File: src/rtl/tmr_clk_pkg.sv
package tmr_clk_pkg;
  localparam int PRE_W       = 10;
  localparam int NUM_TAPS    = 4;
  localparam int SYNC_STAGES = 2;

  // log2 of each divide ratio, lowest first
  function automatic int tapLog(input int idx);
    case (idx)
      0: tapLog = 3;
      1: tapLog = 6;
      2: tapLog = 8;
      default: tapLog = 10;
    endcase
  endfunction

  typedef enum logic [2:0] {
    SRC_STOP     = 3'b000,
    SRC_DIV1     = 3'b001,
    SRC_DIV8     = 3'b010,
    SRC_DIV64    = 3'b011,
    SRC_DIV256   = 3'b100,
    SRC_DIV1024  = 3'b101,
    SRC_EXT_FALL = 3'b110,
    SRC_EXT_RISE = 3'b111
  } clk_src_e;

  typedef struct packed {
    logic [NUM_TAPS-1:0] tap;
    logic                extRise;
    logic                extFall;
  } tick_t;
endpackage

File: src/rtl/tmr_clk_dp.sv
module tmr_clk_dp
  import tmr_clk_pkg::*;
(
  input  logic  clk,
  input  logic  rst_n,
  input  logic  presClr,
  input  logic  extPin,
  output tick_t tick
);
  localparam int CHAIN_W = SYNC_STAGES + 1;

  logic [PRE_W-1:0]   presCnt;
  logic [CHAIN_W-1:0] syncQ;

  always_ff @(posedge clk or negedge rst_n) begin
    if (!rst_n) presCnt <= '0;
    else if (presClr) presCnt <= '0;
    else presCnt <= presCnt + 1'b1;
  end

  // each tap fires when its low-order bits are about to wrap
  for (genvar gi = 0; gi < NUM_TAPS; gi++) begin : g_tap
    localparam int LOGW = tapLog(gi);
    assign tick.tap[gi] = (&presCnt[LOGW-1:0]) && !presClr;
  end

  always_ff @(posedge clk or negedge rst_n) begin
    if (!rst_n) syncQ <= '0;
    else syncQ <= {syncQ[CHAIN_W-2:0], extPin};
  end

  assign tick.extRise =  syncQ[SYNC_STAGES-1] && !syncQ[SYNC_STAGES];
  assign tick.extFall = !syncQ[SYNC_STAGES-1] &&  syncQ[SYNC_STAGES];

  // a clear leaves the prescaler at zero
  p_clear_zero_r6: assert property (@(posedge clk) disable iff (!rst_n)
    presClr |=> (presCnt == '0));

  // one edge kind at a time
  p_edge_excl_r5: assert property (@(posedge clk) disable iff (!rst_n)
    $onehot0({tick.extRise, tick.extFall}));

  // a detected rise lasts a single cycle
  p_rise_single_r7: assert property (@(posedge clk) disable iff (!rst_n)
    tick.extRise |=> !tick.extRise);

  // slower taps are nested inside faster ones
  for (genvar gj = 1; gj < NUM_TAPS; gj++) begin : g_nest
    p_tap_nested_r4: assert property (@(posedge clk) disable iff (!rst_n)
      tick.tap[gj] |-> tick.tap[gj-1]);
  end
endmodule

File: src/rtl/tmr_clk_ctl.sv
module tmr_clk_ctl
  import tmr_clk_pkg::*;
(
  input  logic       clk,
  input  logic       rst_n,
  input  logic [2:0] clkSel,
  input  tick_t      tick,
  output logic       cntEn
);
  clk_src_e selReg;
  logic     enNext;

  always_ff @(posedge clk or negedge rst_n) begin
    if (!rst_n) selReg <= SRC_STOP;
    else selReg <= clk_src_e'(clkSel);
  end

  always_comb begin
    case (selReg)
      SRC_DIV1:     enNext = 1'b1;
      SRC_DIV8:     enNext = tick.tap[0];
      SRC_DIV64:    enNext = tick.tap[1];
      SRC_DIV256:   enNext = tick.tap[2];
      SRC_DIV1024:  enNext = tick.tap[3];
      SRC_EXT_FALL: enNext = tick.extFall;
      SRC_EXT_RISE: enNext = tick.extRise;
      default:      enNext = 1'b0;
    endcase
  end

  always_ff @(posedge clk or negedge rst_n) begin
    if (!rst_n) cntEn <= 1'b0;
    else cntEn <= enNext;
  end

  // stop code keeps the strobe low
  p_stop_quiet_r2: assert property (@(posedge clk) disable iff (!rst_n)
    (selReg == SRC_STOP) |=> !cntEn);

  // undivided code gives a strobe every cycle
  p_full_rate_r3: assert property (@(posedge clk) disable iff (!rst_n)
    (selReg == SRC_DIV1) |=> cntEn);

  // falling-edge mode pulses only on a detected fall
  p_fall_only_r5: assert property (@(posedge clk) disable iff (!rst_n)
    ((selReg == SRC_EXT_FALL) && !tick.extFall) |=> !cntEn);
endmodule

File: src/rtl/tmr_clk_sel.sv
module tmr_clk_sel
  import tmr_clk_pkg::*;
(
  input  logic       clk,
  input  logic       rst_n,
  input  logic [2:0] clkSel,
  input  logic       presClr,
  input  logic       extPin,
  output logic       cntEn
);
  tick_t tick;

  tmr_clk_dp u_dp (
    .clk     (clk),
    .rst_n   (rst_n),
    .presClr (presClr),
    .extPin  (extPin),
    .tick    (tick)
  );

  tmr_clk_ctl u_ctl (
    .clk    (clk),
    .rst_n  (rst_n),
    .clkSel (clkSel),
    .tick   (tick),
    .cntEn  (cntEn)
  );
endmodule

File: config.mk
export PLATFORM = sky130hd
export DESIGN_NAME = tmr_clk_sel
export DESIGN_NICKNAME = d
export VERILOG_FILES = /design/src/rtl/tmr_clk_pkg.sv /design/src/rtl/tmr_clk_dp.sv /design/src/rtl/tmr_clk_ctl.sv /design/src/rtl/tmr_clk_sel.sv
export SDC_FILE = /design/constraint.sdc
export NUM_CORES = 1
export LEC_CHECK = 0
export ABC_AREA = 1
export BUFFER_PORTS_ARGS = -buffer_cell sky130_fd_sc_hd__buf_4
export CAP_MARGIN = 5
export CORE_UTILIZATION = 25
export CTS_CLUSTER_DIAMETER = 120
export DETAILED_ROUTE_END_ITERATION = 6
export GPL_TIMING_DRIVEN = 0
export PLACE_DENSITY = 0.48
export SLEW_MARGIN = 5
export SYNTH_ARGS = -nofsm -noshare
export SYNTH_HDL_FRONTEND = slang
export SYNTH_HIERARCHICAL = 1
export SYNTH_SLANG_ARGS = --single-unit
export TNS_END_PERCENT = 1
File: constraint.sdc
create_clock -name clk -period 2.45 [get_ports clk]
set_input_delay 0.245 -clock clk [delete_from_list [all_inputs] [get_ports clk]]
set_output_delay 0.245 -clock clk [all_outputs]
set_load 0.02 [all_outputs]
==> impl_results.md <==
* Final WL at 1.305 mm
* R2R Setup Slk at 1.07 ns
* Final setup fails at 0
* Clock latency on the worst-skew pair at 0.29 ns
* Clock Path Buffers at 2
* Synthesized cell area at 777.0 sq um
* Sequential fraction of the synthesis area at 54.75%
* Synth cell types at 13
* Synthesized Nets at 104
* DRT Pass-1 Iters at 4
* PD cells at 538.7 nW/um^2
* Synth Instances at 95
* Clock skew at 0.004514 ns
* Slew @ Worst Pin at 0.2198 ns
* Grt met2 use at 14.62%
* Yosys warns at 6
* PortBufs at 7
* Core footprint at 2853 sq um
* Hold Crit Depth at 1
* Drt first-iter violations at 7
* Placed cells at 133
* Met3 global-route usage at 4.911%
* Synth Register Bits at 17
* Syn avg cell area at 8.179 sq um
* CP Launch Type: flop
* Final net count at 117
* Antenna-violating nets left at 0
* Final non-filler cell total at 138
* Crit path capture type: flop
* DRC violation count after routing at 0
* VDD IR max at 0.3432 mV
* CTS buffer count at 3
* Status: finished, final reports clean
* RSZ-0062 raised after global routing: false
* Most frequent cells in the layout: 21 x nand2_1, 21 x nor2_1, 17 x dfrtp_1, 16 x inv_1
* Worst-path clk slew at 0.11 ns
* Sequential cell area at 425.4 sq um
* Area occupied by multi-input gates at 287.8 sq um
* Worst-path maximum fanout at 3
* Antenna Cells at 0
* GR Layer Usage met1 at 11.91%
* Full die area at 3335 sq um
* Post-CTS setup buffer count at 0
* Initial antenna violation count at 0
* Global-route wire length before repair at 2.387 mm
* Detail Placement HPWL at 979.1 um
* Root Buffer: clkbuf_4
* Required time worst endpoint at 2.69 ns
* Leakage Power at 0.4645 nW
* Final Power at 0.4894 mW
* Grt peak-use layer: met2
* Layout cells sized above 1 at 13.08%
* Synthesis-to-layout area growth at 16.91%
* Slew headroom at 85.35%
* Slew Limit Fails at 0
* Vias per Instance at 4.326
* Detailed-route via count at 597
* CTS sink count at 17
* Ports at 8
* Peak Freq at 724.2 MHz
* Min-Delay Path Class: in -> reg
* WP data arrival at 1.62 ns
* Initial Util at 27.24%
* Tot GR Track Use at 9.470%
* Period utilisation layout at 56.36%
* Row cnt at 19
* Number of global-route vias before repair at 559
* CTS resizes at 0
* CTS hold repair buffers at 1
* Setup TNS at 0 ns
* Total grt overflow at 0
* Largest net degree at the start of global routing at 18
* DIE HEIGHT at 57.75 um
* Min Clock Period, post-route at 1.381 ns
* Filler instances at 322
* Max_cap viols at 0
* Register-to-Register Path Depth at 9
* Number of H-tree levels at 1
* WHS at 0.04678 ns
* CTS tree: yes
* Die width at 57.75 um
* Post-DR wirelength/cell at 9.457 um
* Placer Congestion at 0.7873
* Critical Setup Path Class: reg -> reg
* Final hold violation count at 0
-- area by class of cell --
type,instances,area share (%)
clock buffers,3,2.479
well taps,31,4.270
repair buffers,8,6.887
flip-flops and latches,17,46.83
multi-input cells,61,31.68
clock inverters,1,0.8264
inverters,17,7.025
-- kinds of logic (layout without fill, tap and decap cells) --
group	after synthesis	in the layout	synth area share [%]
AOI/OAI and AO/OA	6	6	4.187
xor gates and xnor gates	2	2	2.255
adders and majority gates	2	2	3.220
buffers and inverters	17	29	8.212
DFF	17	17	54.75
and+or+nand+nor	51	51	27.38
-- final timing paths --
| check | from | endpoint |
|---|---|---|
| min in group asynchronous | rst_n | u_dp/presCnt[3] |
| min reg2reg | u_dp/syncQ[0] | u_dp/syncQ[1] |
| min | extPin | u_dp/syncQ[0] |
| max reg2reg | u_dp/presCnt[0] | u_ctl/cntEn |
| max in group asynchronous | rst_n | u_dp/presCnt[5] |
| max | u_dp/presCnt[0] | u_ctl/cntEn |
-- sequential cells by signal (all words and copies together) (netlist names) --
name / cells
u_dp/presCnt: 10
u_ctl/selReg: 3
u_dp/syncQ: 3
u_ctl/cntEn: 1
-- power by group --
part	switching, mW	total, mW	internal, mW
sequential	0.00682	0.298	0.291
combinational	0.0199	0.0358	0.0159
clock	0.0938	0.156	0.0621
total	0.121	0.489	0.369
-- metrics by stage --
stage                     util [%]  setup WS (ns)  area, sq um
after detailed placement     30.44          1.104        868.3
after global routing         31.84         0.8708        908.4
after CTS                    31.84          1.056        908.4
after floorplan                  -          1.233        777.0
final                        31.84          1.069        908.4
after global placement       30.44          1.091        868.3
-- routing by layer --
metal  part of all wire, %  vias to the layer above
li1                      -                      314
met1                    51                      269
met2                    43                       14
met3                   6.3                        0
met4                     0                        0
met5                     0                        -
-- synth_stat cells --
library cell | n | area share (%)
nand2_1 | 21 | 10
nand3_2 | 1 | 1.3
nor2_1 | 21 | 10
dfrtp_1 | 17 | 55
o211ai_1 | 1 | 0.97
inv_1 | 16 | 7.7
o21ai_0 | 2 | 1.3
inv_2 | 1 | 0.48
xor2_1 | 2 | 2.3
ha_1 | 2 | 3.2
nand3_1 | 7 | 4.5
a21oi_1 | 3 | 1.9
nor3_2 | 1 | 1.3
-- critical path: stages (launching register included) --
cell and delay (ns):
dfrtp_1 0.39, ha_1 0.20, nand3_2 0.12, nor2_1 0.15, nand2_1 0.10, nor3_2 0.11
nand2_1 0.07, nand2_1 0.05, o211ai_1 0.07, nand2_1 0.07
Power figures use the tool's default switching activity.
